===== config.mk =====
export PLATFORM = sky130hd
export DESIGN_NAME = ns_alarm_timer
export DESIGN_NICKNAME = d
export VERILOG_FILES = /design/src/rtl/ns_timer_pkg.sv /design/src/rtl/ns_bus_decode.sv /design/src/rtl/ns_tick_counter.sv /design/src/rtl/ns_read_latch.sv /design/src/rtl/ns_alarm_unit.sv /design/src/rtl/ns_alarm_timer.sv
export SDC_FILE = /design/constraint.sdc
export NUM_CORES = 1
export LEC_CHECK = 0
export ABC_CLOCK_PERIOD_IN_PS = 3000
export CAP_MARGIN = 20
export CORE_UTILIZATION = 60
export CTS_CLUSTER_SIZE = 12
export DETAILED_ROUTE_END_ITERATION = 6
export GPL_ROUTABILITY_DRIVEN = 0
export PLACE_DENSITY = 0.81
export SYNTH_ARGS = -nofsm -noshare
export SYNTH_HDL_FRONTEND = slang
export SYNTH_SLANG_ARGS = --single-unit

===== constraint.sdc =====
create_clock -name clk -period 3 [get_ports clk]
set_clock_uncertainty 0.2 [all_clocks]
set_input_delay 0.6 -clock clk [delete_from_list [all_inputs] [get_ports clk]]
set_output_delay 0.6 -clock clk [all_outputs]
set_load 0.02 [all_outputs]

===== src/rtl/ns_timer_pkg.sv =====
// Shared constants and types for the nanosecond alarm timer.
// Offsets are byte offsets within the decoded window.
package ns_timer_pkg;
    localparam int unsigned OFS_TIME_LO   = 'h00;
    localparam int unsigned OFS_TIME_HI   = 'h04;
    localparam int unsigned OFS_ALARM_LO  = 'h08;
    localparam int unsigned OFS_ALARM_HI  = 'h0C;
    localparam int unsigned OFS_CLR_IRQ   = 'h10;
    localparam int unsigned OFS_CLR_ALARM = 'h14;

    // Which readable word a read access selects.
    typedef enum logic [1:0] {
        RSEL_NONE = 2'd0,
        RSEL_LO   = 2'd1,
        RSEL_HI   = 2'd2
    } rsel_e;

    // One strobe per writable register.
    typedef struct packed {
        logic alarm_lo;
        logic alarm_hi;
        logic clr_irq;
        logic clr_alarm;
    } wstb_t;
endpackage


===== src/rtl/ns_bus_decode.sv =====
// Address decoder: turns the read and write strobes into per-register
// selects. It is purely combinational. It assumes at most one access per
// cycle, and any offset it does not recognise selects nothing.
module ns_bus_decode
    import ns_timer_pkg::*;
#(
    parameter int ADDR_W = 12
) (
    input  logic [ADDR_W-1:0] addr,
    input  logic              wr_en,
    input  logic              rd_en,
    output wstb_t             wstb,
    output rsel_e             rsel
);
    // Match the offset against each mapped register.
    always_comb begin
        wstb = '0;
        rsel = RSEL_NONE;
        if (wr_en) begin
            wstb.alarm_lo  = (addr == ADDR_W'(OFS_ALARM_LO));
            wstb.alarm_hi  = (addr == ADDR_W'(OFS_ALARM_HI));
            wstb.clr_irq   = (addr == ADDR_W'(OFS_CLR_IRQ));
            wstb.clr_alarm = (addr == ADDR_W'(OFS_CLR_ALARM));
        end
        if (rd_en) begin
            if (addr == ADDR_W'(OFS_TIME_LO))
                rsel = RSEL_LO;
            else if (addr == ADDR_W'(OFS_TIME_HI))
                rsel = RSEL_HI;
        end
    end
endmodule


===== src/rtl/ns_tick_counter.sv =====
// Free-running nanosecond counter. It adds STEP on every clock outside
// reset and wraps modulo 2^CNT_W. It assumes STEP fits in CNT_W bits.
module ns_tick_counter #(
    parameter int              CNT_W = 64,
    parameter longint unsigned STEP  = 20
) (
    input  logic             clk,
    input  logic             rst_n,
    output logic [CNT_W-1:0] cnt
);
    // Advance the count by one step per clock.
    always_ff @(posedge clk) begin
        if (!rst_n)
            cnt <= '0;
        else
            cnt <= cnt + CNT_W'(STEP);
    end
endmodule


===== src/rtl/ns_read_latch.sv =====
// Read path. A low-word read returns the live low half and keeps the live
// upper half. A high-word read returns the kept half. The low half goes
// straight to rdata, so only the upper half needs storage. Read data is
// registered and is zero after any cycle that reads nothing mapped.
module ns_read_latch
    import ns_timer_pkg::*;
#(
    parameter int DATA_W = 32
) (
    input  logic                clk,
    input  logic                rst_n,
    input  rsel_e               rsel,
    input  logic [2*DATA_W-1:0] cnt,
    output logic [DATA_W-1:0]   rdata
);
    logic [DATA_W-1:0] snap_hi;

    // Latch the upper half on low reads and drive the read data register.
    always_ff @(posedge clk) begin
        if (!rst_n) begin
            snap_hi <= '0;
            rdata   <= '0;
        end else begin
            case (rsel)
                RSEL_LO: begin
                    rdata   <= cnt[DATA_W-1:0];
                    snap_hi <= cnt[2*DATA_W-1:DATA_W];
                end
                RSEL_HI: rdata <= snap_hi;
                default: rdata <= '0;
            endcase
        end
    end
endmodule


===== src/rtl/ns_alarm_unit.sv =====
// Alarm state: a staged upper half, the committed 64-bit alarm, the armed
// flag and the level interrupt. Commit and clear writes take priority over
// a match in the same cycle. A firing wins over a clear-interrupt write in
// the same cycle. It assumes at most one write strobe per cycle.
module ns_alarm_unit
    import ns_timer_pkg::*;
#(
    parameter int DATA_W = 32
) (
    input  logic                clk,
    input  logic                rst_n,
    input  wstb_t               wstb,
    input  logic [DATA_W-1:0]   wdata,
    input  logic [2*DATA_W-1:0] cnt,
    output logic [DATA_W-1:0]   alarm_stage,
    output logic [2*DATA_W-1:0] alarm,
    output logic                armed,
    output logic                irq
);
    localparam int CNT_W = 2 * DATA_W;

    logic [CNT_W-1:0] candidate;
    logic             commit_due;
    logic             hit;
    logic             fire;

    // Work out whether to fire: a commit that is already due, or a match.
    always_comb begin
        candidate  = {alarm_stage, wdata};
        commit_due = wstb.alarm_lo && (candidate <= cnt);
        hit        = armed && (cnt >= alarm) && !wstb.alarm_lo && !wstb.clr_alarm;
        fire       = commit_due || hit;
    end

    // Hold the staged upper half and the committed alarm value.
    always_ff @(posedge clk) begin
        if (!rst_n) begin
            alarm_stage <= '0;
            alarm       <= '0;
        end else begin
            if (wstb.alarm_hi)
                alarm_stage <= wdata;
            if (wstb.alarm_lo)
                alarm <= candidate;
        end
    end

    // Set or clear the armed flag.
    always_ff @(posedge clk) begin
        if (!rst_n)
            armed <= 1'b0;
        else if (wstb.alarm_lo)
            armed <= !commit_due;
        else if (wstb.clr_alarm || hit)
            armed <= 1'b0;
    end

    // Hold the interrupt level; a firing beats a clear.
    always_ff @(posedge clk) begin
        if (!rst_n)
            irq <= 1'b0;
        else if (fire)
            irq <= 1'b1;
        else if (wstb.clr_irq || wstb.clr_alarm)
            irq <= 1'b0;
    end
endmodule


===== src/rtl/ns_alarm_timer.sv =====
// Top of the nanosecond alarm timer. It wires the decoder, the counter,
// the read path and the alarm unit together. It assumes one bus access per
// cycle and DATA_W-bit halves of a 2*DATA_W-bit count.
module ns_alarm_timer
    import ns_timer_pkg::*;
#(
    parameter int              ADDR_W     = 12,
    parameter int              DATA_W     = 32,
    parameter longint unsigned NS_PER_CLK = 20
) (
    input  logic              clk,
    input  logic              rst_n,
    input  logic [ADDR_W-1:0] addr,
    input  logic              wr_en,
    input  logic              rd_en,
    input  logic [DATA_W-1:0] wdata,
    output logic [DATA_W-1:0] rdata,
    output logic              irq
);
    localparam int CNT_W = 2 * DATA_W;

    wstb_t             wstb;
    rsel_e             rsel;
    logic [CNT_W-1:0]  cnt_w;
    logic [DATA_W-1:0] alarm_stage_w;
    logic [CNT_W-1:0]  alarm_w;
    logic              armed_w;

    ns_bus_decode #(.ADDR_W(ADDR_W)) u_decode (
        .addr  (addr),
        .wr_en (wr_en),
        .rd_en (rd_en),
        .wstb  (wstb),
        .rsel  (rsel)
    );

    ns_tick_counter #(.CNT_W(CNT_W), .STEP(NS_PER_CLK)) u_counter (
        .clk   (clk),
        .rst_n (rst_n),
        .cnt   (cnt_w)
    );

    ns_read_latch #(.DATA_W(DATA_W)) u_read (
        .clk   (clk),
        .rst_n (rst_n),
        .rsel  (rsel),
        .cnt   (cnt_w),
        .rdata (rdata)
    );

    ns_alarm_unit #(.DATA_W(DATA_W)) u_alarm (
        .clk         (clk),
        .rst_n       (rst_n),
        .wstb        (wstb),
        .wdata       (wdata),
        .cnt         (cnt_w),
        .alarm_stage (alarm_stage_w),
        .alarm       (alarm_w),
        .armed       (armed_w),
        .irq         (irq)
    );
endmodule


==> reports/results.ini <==
[run_status]
outcome=complete, no violations

[floorplanning]
dieHeight_um=142
coreArea_um2=19000
die_x_um=142
io_pins=81
initial_core_util_pct=62.1
rows=50
fp.dieArea_um2=20300

[sta]
relSlewSlack_pct=57.5
setup_viol=0
hold_ws_ps=251
timing.final.crit_share_pct=96.5
period_needed_ps=2890
hold_viol_final=0
worst_slew_pin_slew_ps=630
rsz0062_at_grt=false
fmax_mhz=346
slew_viol_final=0

[final_layout]
diodes=0
stdcell_area_um2=14200
drive_above_1_share_pct=8.55
nets=1719
multi_input_area_um2=6640
regArea_um2=4490
final_cells=1816
nFillCells=1439
area_growth_pct=20.1

[clock_network]
cts.path.max_buffers=3
cts_tree=done
clkTransAtPathRegs_ps=60
htreeDepth=1
post_cts_buffers=0
cts_buffers=24
clock_latency_ps=520
clock-sinks=224
root_buffer=clkbuf_16

[global_routing]
globalRouteTotalUtil_pct=31.6
antenna_found_initial=0
grt_first_pass_wirelength_mm=50.7
grt_pass1_vias=10400
grt_max_degree=97
overflow=0

[detailed_routing]
first_pass_iters=5
wl_per_cell_um=17.1
drc_errors=0
vias=10300
drt_iter0_markers=757
drtAntennaViolNets=0
via_per_inst=5.68
drt-total-wl_mm=31.0

[worst_setup_path]
crit_cells=10
crit_type=input pin to flop
crit_fanout=3
cp.required_ps=3200
reg2regPathDepth=9
max_stage_delay_ps=520
cp.arrival_ps=3100
path_buf_inv=2
crit_slowest_cell=clkdlybuf4s50_1
path_delay_family=compound AO/OA/AOI/OAI gates
cp_common_cell=a211oi_1
start_kind=input pin
cp-end-kind=flop
crit_chain=clkdlybuf4s50_1 -> ha_1 -> nand4_1 -> nor4_1 -> buf_4 -> a211oi_1 -> a211oi_1 -> o41a_1 -> o31a_1 -> a32o_1

[place]
io_buffers=80
post-dp-hpwl_mm=22.3
place_inst=1780
placed_cell_area_um2=13400

[flow_run]
drv_cap=0

[logic_synthesis]
synthTopCellsByArea=dfxtp_1, ha_1, nand2_1
synth-edff-count=0
synth_warnings=0
syn_area_um2=11800
syn_inst=1418
synth_area_leader_cell=dfxtp_1
synth_cell_type_count=52
avgSynthCellArea_um2=8.33
synthDominantCellAreaShare_pct=38.0
ys_seq_area_share_pct=38.0
synth_ff_type=dfxtp_1
ys_ff_latch=224
synth_nets=1591
async_reset_ff_share_pct=0

[power_and_ir_drop]
finalPower_w=0.00634
irDropWorstVdd_v=0.000364
p_leak_nw=5.41
power_density_nw_per_um2=447

[hold_path]
hold_path.class=flop to flop
min_delay_path_depth=2

## routing by layer
| layer | global-route usage (%) | wire length [um] | up-vias |
|---|---|---|---|
| met5 | 0 | 0 | - |
| met4 | 15.1 | 1380 | 0 |
| met3 | 4.00 | 1790 | 91 |
| met2 | 54.1 | 14600 | 322 |
| met1 | 39.3 | 13100 | 4919 |
| li1 | - | - | 4985 |
## worst reg2reg max path, delay by kind of cell, from the launching register on
kind                     cells  cell delay (ps)
buffers and inverters        1              100
AND/OR/NAND/NOR              4             1230
AO/OA/AOI/OAI                3              480
adder cells (fa/ha/maj)      1              330
flip-flops                   1              410
## final cells by class
| cell class | count | share of cell area, % |
|---|---|---|
| Clock buffer | 31 | 4.85 |
| Clock inverter | 5 | 0.706 |
| Inverter | 131 | 3.47 |
| Multi-Input combinational cell | 1007 | 46.8 |
| Sequential cell | 224 | 31.6 |
| Tap cell | 260 | 2.29 |
| Timing Repair Buffer | 158 | 10.3 |
## synth_stat cells, drive strengths merged, types with 2 or more instances
library cell / instances
nor2: 49
a21boi: 134
nand2: 308
and3: 11
inv: 131
o21a: 2
nor3: 17
o21ai: 23
buf: 5
nand3: 29
dfxtp: 224
and2: 61
a21oi: 57
a2bb2oi: 2
nor4: 8
mux2i: 30
xnor2: 55
or3: 8
or2: 3
nor2b: 4
o31ai: 2
and4: 9
ha: 125
a221oi: 3
nand4: 35
a211oi: 4
a21o: 12
clkbuf: 51
## state kept, by name, indices dropped and copies added (netlist names)
| register | cells |
|---|---|
| u_alarm.alarm | 64 |
| u_counter.cnt | 62 |
| u_alarm.armed | 1 |
| u_alarm.alarm_stage | 32 |
| u_read.rdata | 32 |
| u_read.snap_hi | 32 |
| u_alarm.irq | 1 |
## cell usage in the layout, fill, tap and decap left out, drive strengths merged, types with 3 or more instances in the layout
cell type        n
a211oi           4
a21boi         134
a21o            12
a21oi           57
a221oi           3
and2            61
and3            11
and4             9
buf             80
bufinv           3
clkbuf          31
clkdlybuf4s50   78
dfxtp          224
ha             125
inv            131
mux2i           30
nand2          308
nand3           29
nand4           35
nor2            49
nor2b            4
nor3            17
nor4             8
o21ai           23
or2              3
or3              8
xnor2           55
## worst paths after layout
path	endpoint	slack, ps	start
max	u_alarm.armed	110	wdata[31]
max reg2reg	u_alarm.irq	110	u_counter.cnt[45]
min reg2reg	u_alarm.alarm[36]	250	u_alarm.alarm[36]
min	u_alarm.alarm[36]	250	u_alarm.alarm[36]
## what timing repair did
item	CTS	global route
resized for setup	0	3
endpoints found under the setup margin	0	2
hold buffers	0	0
## through the flow
step                      TNS (ps)  worst slack [ps]  util, %
after floorplan                  0               433        -
after global placement        -425              -280     70.4
after detailed placement      -676              -391     70.4
after CTS                        0              58.8     74.5
after global routing             0              2.53     74.6
final                            0               106     74.6
## where the power goes
group | total [W] | internal (W) | switching (W) | leakage [nW]
sequential | 0.00300 | 0.00298 | 0.0000132 | 1.81
clock | 0.00302 | 0.00185 | 0.00117 | 0.389
combinational | 0.000334 | 0.000176 | 0.000158 | 3.21
## logic make-up after synthesis
| group | count (synthesis) | share of synthesized area (%) |
|---|---|---|
| xor+xnor | 55 | 4.08 |
| buf+inv | 187 | 6.00 |
| compound gates | 250 | 14.4 |
| fa+ha+maj | 125 | 13.2 |
| mux | 30 | 2.54 |
| flops | 224 | 38.0 |
| simple gates | 547 | 21.8 |
Power figures use the tool's default switching activity.
